## config.mk

```make
export PLATFORM = sky130hd
export DESIGN_NAME = wmq_top
export DESIGN_NICKNAME = d
export VERILOG_FILES = /design/src/rtl/wmq_pkg.sv /design/src/rtl/wmq_store.sv /design/src/rtl/wmq_flags.sv /design/src/rtl/wmq_irq.sv /design/src/rtl/wmq_top.sv
export SDC_FILE = /design/constraint.sdc
export NUM_CORES = 1
export LEC_CHECK = 0
export BUFFER_PORTS_ARGS = -buffer_cell sky130_fd_sc_hd__buf_2
export CAP_MARGIN = 25
export CORE_MARGIN = 1.5
export CORE_UTILIZATION = 40
export DETAILED_ROUTE_END_ITERATION = 8
export GPL_TIMING_DRIVEN = 0
export PLACE_DENSITY_LB_ADDON = 0.3
export SLEW_MARGIN = 0
export SYNTH_ARGS = -nofsm -noshare
export SYNTH_HDL_FRONTEND = slang
export SYNTH_SLANG_ARGS = --single-unit
```

## constraint.sdc

```tcl
create_clock -name clk -period 3.55 [get_ports clk]
set_clock_uncertainty 0.05 [all_clocks]
set_input_delay 0.5325 -clock clk [delete_from_list [all_inputs] [get_ports clk]]
set_output_delay 0.5325 -clock clk [all_outputs]
set_load 0.1 [all_outputs]
```

## src/rtl/wmq_pkg.sv

```systemverilog
package wmq_pkg;
    localparam int WORD_W    = 32;
    localparam int MAX_DEPTH = 64;
    localparam int THR_W     = 7;
    localparam int CMP_W     = 8;

    typedef struct packed {
        logic full;
        logic near_full;
        logic near_empty;
        logic empty;
    } level_t;

    typedef struct packed {
        logic ovf;
        logic unf;
    } err_t;

    function automatic logic [THR_W-1:0] thr_decode(input logic [2:0] code);
        if (code == 3'd0) return '0;
        return THR_W'(1) << (code - 3'd1);
    endfunction
endpackage

```

## src/rtl/wmq_store.sv

```systemverilog
module wmq_store
    import wmq_pkg::*;
#(
    parameter int DEPTH = 16,
    localparam int CNT_W = $clog2(DEPTH + 1),
    localparam int PTR_W = $clog2(DEPTH)
) (
    input  logic              clk,
    input  logic              rst,
    input  logic              push_i,
    input  logic [WORD_W-1:0] wdata_i,
    input  logic              pop_i,
    output logic [WORD_W-1:0] rdata_o,
    output logic [CNT_W-1:0]  count_o,
    output logic              ovf_ev_o,
    output logic              unf_ev_o
);
    localparam logic [CNT_W-1:0] FULL_CNT = CNT_W'(DEPTH);

    logic [WORD_W-1:0] mem [DEPTH];
    logic [PTR_W-1:0]  rd_ptr, wr_ptr;
    logic [CNT_W-1:0]  cnt;
    logic              is_empty, is_full, do_push, do_pop;

    function automatic logic [PTR_W-1:0] wrap_inc(input logic [PTR_W-1:0] p);
        return (p == PTR_W'(DEPTH - 1)) ? '0 : p + 1'b1;
    endfunction

    assign is_empty = (cnt == '0);
    assign is_full  = (cnt == FULL_CNT);
    assign do_push  = push_i && !is_full;
    assign do_pop   = pop_i && !is_empty;
    assign ovf_ev_o = push_i && is_full;
    assign unf_ev_o = pop_i && is_empty;
    assign rdata_o  = is_empty ? '0 : mem[rd_ptr];
    assign count_o  = cnt;

    always_ff @(posedge clk) begin
        if (do_push) mem[wr_ptr] <= wdata_i;
    end

    always_ff @(posedge clk) begin
        if (rst) begin
            rd_ptr <= '0;
            wr_ptr <= '0;
            cnt    <= '0;
        end else begin
            if (do_push) wr_ptr <= wrap_inc(wr_ptr);
            if (do_pop)  rd_ptr <= wrap_inc(rd_ptr);
            case ({do_push, do_pop})
                2'b10:   cnt <= cnt + 1'b1;
                2'b01:   cnt <= cnt - 1'b1;
                default: cnt <= cnt;
            endcase
        end
    end

    a_r1_count_bound: assert property (@(posedge clk) disable iff (rst)
        count_o <= FULL_CNT);
    a_r3_underflow_holds: assert property (@(posedge clk) disable iff (rst)
        (pop_i && !push_i && count_o == '0) |=> (count_o == '0));
    a_r4_overflow_drops: assert property (@(posedge clk) disable iff (rst)
        (push_i && !pop_i && count_o == FULL_CNT) |=> (count_o == FULL_CNT));
    a_r12_both_keep_count: assert property (@(posedge clk) disable iff (rst)
        (push_i && pop_i && count_o != '0 && count_o != FULL_CNT) |=> $stable(count_o));
endmodule

```

## src/rtl/wmq_flags.sv

```systemverilog
module wmq_flags
    import wmq_pkg::*;
#(
    parameter int DEPTH = 16,
    localparam int CNT_W = $clog2(DEPTH + 1)
) (
    input  logic             clk,
    input  logic             rst,
    input  logic [CNT_W-1:0] count_i,
    input  logic [2:0]       ne_code_i,
    input  logic [2:0]       nf_code_i,
    input  logic             ovf_ev_i,
    input  logic             unf_ev_i,
    input  logic             err_clr_i,
    output level_t           level_o,
    output err_t             err_o
);
    logic [CMP_W-1:0] used_w, free_w, ne_thr, nf_thr;
    err_t             err_q;

    assign used_w = CMP_W'(count_i);
    assign free_w = CMP_W'(DEPTH) - used_w;
    assign ne_thr = {1'b0, thr_decode(ne_code_i)};
    assign nf_thr = {1'b0, thr_decode(nf_code_i)};

    always_comb begin
        level_o.empty      = (used_w == '0);
        level_o.full       = (free_w == '0);
        level_o.near_empty = (used_w <= ne_thr);
        level_o.near_full  = (free_w <= nf_thr);
    end

    always_ff @(posedge clk) begin
        if (rst) begin
            err_q <= '0;
        end else begin
            err_q.unf <= (err_q.unf && !err_clr_i) || unf_ev_i;
            err_q.ovf <= (err_q.ovf && !err_clr_i) || ovf_ev_i;
        end
    end
    assign err_o = err_q;

    a_r9_unf_sticky: assert property (@(posedge clk) disable iff (rst)
        (err_o.unf && !err_clr_i) |=> err_o.unf);
    a_r9_ovf_sticky: assert property (@(posedge clk) disable iff (rst)
        (err_o.ovf && !err_clr_i) |=> err_o.ovf);
    a_r3_unf_event_sets: assert property (@(posedge clk) disable iff (rst)
        unf_ev_i |=> err_o.unf);
endmodule

```

## src/rtl/wmq_irq.sv

```systemverilog
module wmq_irq
    import wmq_pkg::*;
(
    input  logic   clk,
    input  logic   rst,
    input  level_t level_i,
    input  logic [2:0] src_i,
    input  logic   en_i,
    input  logic   stat_clr_i,
    output logic   irq_o,
    output logic   irq_stat_o
);
    logic [7:0] cond_vec;
    logic [3:0] lvl_bits;
    logic       stat_q;

    assign lvl_bits = level_i;

    for (genvar g = 0; g < 8; g++) begin : g_cond
        if (g < 4) begin : g_pos
            assign cond_vec[g] = lvl_bits[g];
        end else begin : g_neg
            assign cond_vec[g] = !lvl_bits[g-4];
        end
    end

    assign irq_o = cond_vec[src_i] && en_i;

    always_ff @(posedge clk) begin
        if (rst) stat_q <= 1'b0;
        else     stat_q <= (stat_q && !stat_clr_i) || irq_o;
    end
    assign irq_stat_o = stat_q;

    a_r11_stat_latches: assert property (@(posedge clk) disable iff (rst)
        irq_o |=> irq_stat_o);
    a_r11_stat_clears: assert property (@(posedge clk) disable iff (rst)
        (stat_clr_i && !irq_o) |=> !irq_stat_o);
endmodule

```

## src/rtl/wmq_top.sv

```systemverilog
module wmq_top
    import wmq_pkg::*;
#(
    parameter int DEPTH = 16,
    localparam int CNT_W = $clog2(DEPTH + 1)
) (
    input  logic              clk,
    input  logic              rst,
    input  logic              push_i,
    input  logic [WORD_W-1:0] push_data_i,
    input  logic              pop_i,
    output logic [WORD_W-1:0] pop_data_o,
    input  logic [2:0]        ne_code_i,
    input  logic [2:0]        nf_code_i,
    input  logic [2:0]        irq_src_i,
    input  logic              irq_en_i,
    input  logic              err_clr_i,
    input  logic              irq_stat_clr_i,
    output logic [3:0]        level_o,
    output logic [1:0]        err_o,
    output logic [CNT_W-1:0]  count_o,
    output logic              irq_o,
    output logic              irq_stat_o
);
    logic   ovf_ev, unf_ev;
    level_t lvl;
    err_t   err;

    wmq_store #(.DEPTH(DEPTH)) store_i (
        .clk(clk), .rst(rst),
        .push_i(push_i), .wdata_i(push_data_i), .pop_i(pop_i),
        .rdata_o(pop_data_o), .count_o(count_o),
        .ovf_ev_o(ovf_ev), .unf_ev_o(unf_ev)
    );

    wmq_flags #(.DEPTH(DEPTH)) flags_i (
        .clk(clk), .rst(rst), .count_i(count_o),
        .ne_code_i(ne_code_i), .nf_code_i(nf_code_i),
        .ovf_ev_i(ovf_ev), .unf_ev_i(unf_ev), .err_clr_i(err_clr_i),
        .level_o(lvl), .err_o(err)
    );

    wmq_irq irq_i (
        .clk(clk), .rst(rst), .level_i(lvl), .src_i(irq_src_i),
        .en_i(irq_en_i), .stat_clr_i(irq_stat_clr_i),
        .irq_o(irq_o), .irq_stat_o(irq_stat_o)
    );

    assign level_o = lvl;
    assign err_o   = err;

    a_r8_empty_not_full: assert property (@(posedge clk) disable iff (rst)
        !(level_o[0] && level_o[3]));
    a_r4_full_push_sets_ovf: assert property (@(posedge clk) disable iff (rst)
        (push_i && level_o[3]) |=> err_o[1]);
endmodule

```

== After elaboration in Yosys (flattened, before gate mapping) ==
Memories as Yosys holds them, arrays and structs flattened. A register that Yosys moved wholly into a read port is not among the register bits.
Cells that the tools add are included.
Storage, ports and cells
  logic and storage cells: 65
  output and inout bits: 45
  flip-flop bits (word level): 16
  bits of input ports: 48
  memories: 1
  memory bits (writable): 512
Memory list
  store_i.mem: depth 16, width 32, read ports 1, clocked after Yosys merged registers in 1, wr ports 1, line wmq_store.sv:20  | logic [WORD_W-1:0] mem [DEPTH];
Cells by class
  order comparisons: 3
  equal/unequal tests: 5
  muxes and demuxes: 16
  reduce and logical (&&, ||, !) cells: 25
  shifts and indexed selects: 2
  add/subtract/negate cells: 7
Operators with widths (number)
  two-way mux 32 bit: 1
  two-way mux 7 bit: 4
  logical NOT 8 bit: 2
  two-way mux 4 bit: 4
  << shifter 1 x 3 -> 7 bit, first input constant: 2
  one-hot mux 5 bit (2 select lines): 1
  adder 4 x 1 -> 4 bit, second input constant: 2
  == test 4 bit, second input constant: 2
  <= comparator 8 x 7 -> 1 bit: 1
  logical AND 1 bit: 8
  logical NOT 1 bit: 8
  <= comparator 5 x 7 -> 1 bit: 1
  logical NOT 3 bit: 2
  subtractor 3 x 1 -> 3 bit, second input constant: 2
  subtractor 5 x 5 -> 6 bit, first input constant: 1
  adder 5 x 1 -> 5 bit, second input constant: 1
  == test 5 bit, second input constant: 1
  logical NOT 5 bit: 1
  two-way mux 1 bit: 5
  subtractor 5 x 1 -> 5 bit, second input constant: 1
  less-than comparator 3 x 4 -> 1 bit, second input constant: 1
  binary-select mux 1 bit (select 3 bit): 1
  logical OR 1 bit: 3
  == test 2 x 1 -> 1 bit, second input constant: 1
  2 further kinds: 2

== Logic depth before layout (Yosys ltp) ==
  depth in word-level cells: 9
  gate-level depth with buffers: 16
  depth with buffers taken out: 15

== By module ==
From an unflattened synthesis, not the netlist that was laid out.
Second synthesis, totals
  cells, all modules: 956
  area, all modules: 21062.7 sq um
Modules (own cells, without submodules)
  wmq_store: times used 1, area each 20438.4 sq um, sequential area each 15715.1 sq um, cells an instance 879
  wmq_flags: times used 1, area each 514.2 sq um, sequential area each 40.0 sq um, cells an instance 65
  wmq_irq: times used 1, area each 110.1 sq um, sequential area each 20.0 sq um, cells an instance 12

== Worst setup path before layout ==
Ideal clock, no wire load.
  kind: register to output
  from: register store_i.cnt[3] (netlist: store_i.count_o[3])
  to: output irq_o
  setup slack: -2892 ps
  data required time: 2967 ps
  buffers on the path: 0
  stages on the path, launching flop included: 8
  arrival: 5860 ps
  cell sequence: dfxtp_1 > ha_1 > a21oi_1 > a21boi_0 > o221ai_1 > nor3b_1 > nor3_1 > nor3_1
Between the ends
  elaborated cells on any way between the ends: 12
  those cells by class: add/sub: 1; order compare: 2; mux: 2; reduce/logical: 7
RTL lines
  start, declared: line wmq_store.sv:22  | logic [CNT_W-1:0] cnt;
  start signal, assigned: line wmq_store.sv:51  | 2'b10: cnt <= cnt + 1'b1;
  start signal, assigned: line wmq_store.sv:52  | 2'b01: cnt <= cnt - 1'b1;
  start signal, assigned: line wmq_store.sv:53  | default: cnt <= cnt;
  <= comparator 5 x 7 -> 1 bit (*): line wmq_flags.sv:29  | level_o.near_empty = (used_w <= ne_thr);
  net level_o[1]: line wmq_top.sv:19  | output logic [3:0] level_o,
  logical NOT 1 bit: line wmq_irq.sv:23  | assign cond_vec[g] = !lvl_bits[g-4];
  binary-select mux 1 bit (select 3 bit) (*): line wmq_irq.sv:27  | assign irq_o = cond_vec[src_i] && en_i;
  two-way mux 1 bit (not written as such) (*): line wmq_irq.sv:27
  logical AND 1 bit (*): line wmq_irq.sv:27
  end, declared: line wmq_top.sv:22  | output logic irq_o,
Mark *: on every way through the listed nets, which the timed path passes. The rest lies on a longest branch. The select of a mux whose other input is x is not followed.

== Final worst setup path ==
  from: register store_i.cnt[0] (netlist: store_i.count_o[0])
  to: output irq_o
Between the ends
  longest elaborated chain between the ends: 6
  elaborated cells on any way between the ends: 12
  those cells by class: add/sub: 1; order compare: 2; mux: 2; reduce/logical: 7
RTL lines
  subtractor 5 x 5 -> 6 bit: line wmq_flags.sv:22  | assign free_w = CMP_W'(DEPTH) - used_w;
  <= comparator 8 x 7 -> 1 bit or logical NOT 8 bit (tied branches): line wmq_flags.sv:30, wmq_flags.sv:28
  logical NOT 1 bit: line wmq_irq.sv:23
  binary-select mux 1 bit (select 3 bit) (*): line wmq_irq.sv:27
  two-way mux 1 bit (not written as such) (*): line wmq_irq.sv:27
  logical AND 1 bit (*): line wmq_irq.sv:27
Every way passes the cells marked *; elsewhere a longest branch is shown, timed or not. The select of a mux whose other input is x is not followed.

==> results.yml <==
timing:
  grt_setup_unrepaired: "true"
  min_period_over_period_pct: 102
  finalHoldViolations: 0
  min_period_ns: 3.64
  relSlewSlack_pct: 42.0
  worst_slack_ns: -0.0852
  final.setup.tns_ns: -0.0852
  fmax_mhz: 275
  final-max-slew-violation-count: 0
  whs_ns: 0.128
  tightestPinTransition_ns: 0.870
  finalSetupViolations: 1
critical_path:
  critical_path.max_fanout: 4
  max_stage_delay_ns: 0.37
  worst_setup_path_end_kind: "output port"
  crit_path_top_delay_cell: "dfxtp_4"
  crit_buf_inv: 3
  critical_path_class: "reg -> out"
  path_common_cell: "ha_4"
  worstPathCellList: "inv_6 -> ha_4 -> nor3b_4 -> ha_4 -> inv_2 -> ha_4 -> nand4_1 -> o21bai_4 -> a31oi_4 -> o21bai_4 -> o21a_1 -> nor3_4 -> buf_12"
  path_delay_family: "compound AO/OA/AOI/OAI gates"
  startpoint_type: "flop"
  worstPathArrival_ns: 3.05
  required_ns: 2.97
die:
  pin_count: 93
  core_area_mm2: 0.0515
  rows: 83
  die-area_mm2: 0.0537
  die_x_um: 232
  die_h_um: 232
  start_util_pct: 40.6
place:
  pre_cts_slack_ns: -0.184
  finalWeightedCongestion: 0.735
  dp_hpwl_um: 28200
  placed_cells: 1728
  io_buffer_count: 91
  post_dp_cell_area_mm2: 0.0227
power_and_ir_drop:
  cell_internal_pwr_mw: 12.9
  p_sw_mw: 7.52
  power_density_mw_per_mm2: 823
  p_clk_share_pct: 26.5
  netSwitchingFraction_pct: 36.8
  pwr-share-seq_pct: 35.4
  finalPower_mw: 20.4
  combPwrFrac_pct: 38.2
  p_leak_nw: 7.88
  ir_drop_mv: 0.790
finish:
  final_nets: 1185
  drive_above_1_share_pct: 37.4
  mostFrequentLayoutCells: "512 x edfxtp_1, 160 x mux4_2, 64 x buf_2"
  area_growth_pct: 18.7
  stdcell_area_mm2: 0.0248
  postLayoutCoreUtil_pct: 48.2
  layout.cells.most_common: "edfxtp_1"
  final_cells: 1834
synthesis:
  ys_seq_area_share_pct: 75.4
  syn_area_per_cell_um2: 22.3
  ys.warnings.count: 0
  synthFlopType: "edfxtp_1"
  syn_inst: 938
  syn_area_mm2: 0.0209
  syn-num-nets: 1010
  ys_async_sr_fraction_pct: 0
  synth_seq_cells: 532
  synth-edff-count: 512
  synth_cell_types: 42
clock_network:
  cts_sinks: 532
  clockRootBuffer: "clkbuf_16"
  insertion_delay_ns: 0.58
  cts_tree: "done"
  htreeDepth: 2
  clk_path_buf_depth: 3
  path_clk_slew_ns: 0.06
  cts_hold_buf: 0
  cts_buffers: 53
routing:
  wl_per_cell_um: 25.1
  vias: 9916
  drc: 0
  viasPerCell: 5.41
  drt-total-wl_um: 45900
  drtAntennaViolNets: 0
  dr.pass1.iters: 5
  drtIter0Drc: 879
grt:
  grt_max_degree: 27
  grt_remaining_overflow: 0
  grt_pass1_wl_um: 67700
  antenna_found_initial: 2
  grt.total_usage_pct: 17.6
  grt_pass1_vias: 10300
run:
  maxCapViolations: 0
status:
  outcome: "finished, violations left"
  violations: "negative setup slack"
min_path:
  hold_class: "in -> reg"
cell families after synthesis:
group	share of synthesized area [%]
adders and majority gates	1.47
xor gates and xnor gates	0.335
muxes	17.3
AOI/OAI and AO/OA	1.05
and+or+nand+nor	3.15
DFF	75.4
buffers and inverters	1.21
flip-flops by register name, summed over array words and instances (netlist names), named ones only:
name and flops:
store_i.mem 512, store_i.rd_ptr 4, irq_i.irq_stat_o 1, flags_i.err_o 2, store_i.count_o 5, store_i.wr_ptr 4
layer usage:
layer	global-route usage [%]	wire (µm)
met2	28.7	22600
met3	3.03	2660
met1	24.8	19900
met4	4.10	791
met5	0	10
cells in the mapped netlist (all sizes together) (9+ instances only):
library cell	n	area, µm²
and2	16	100
nor2	19	71.3
inv	15	56.3
ha	23	288
a21oi	12	60.1
mux4	160	3600
nor2b	37	231
nand2	15	56.3
dfxtp	20	400
clkbuf	23	87.6
nor3	9	45.0
edfxtp	512	15400
buf	21	110
worst paths after layout:
kind         slack, ns                from  cells past startpoint                  to
min               0.13      irq_stat_clr_i                      2    irq_i.irq_stat_o
min reg2reg       0.45    irq_i.irq_stat_o                      2    irq_i.irq_stat_o
max              -0.09  store_i.count_o[0]                     13               irq_o
max reg2reg       0.24  store_i.count_o[0]                     15  store_i.count_o[4]
power by group through the flow:
stage               clock (mW)  combinational (mW)  sequential (mW)
finish                    5.41                7.80             7.23
global route              5.76                8.22             7.25
CTS                       5.52                7.74             7.22
detailed placement           0                7.20             7.35
global placement             0                7.12             7.35
floorplan                    0                5.46             7.55
cell type report:
type,count,area [µm²]
multi-input combinational,347,5040
timing repair buffer,121,1000
sequential,532,15800
tap,680,851
clock buffer,64,1390
buffer,43,400
antenna,1,2.50
fill,4264,26700
inverter,15,63.8
clock inverter,31,285
what timing repair did:
action                     in CTS  in global routing
gates resized for setup        94                 34
setup endpoints to repair      34                 33
pin swaps                       9                  1
buffers inserted               10                  1
cloned                          0                  0
No activity file was read; power rests on OpenSTA's default activity.
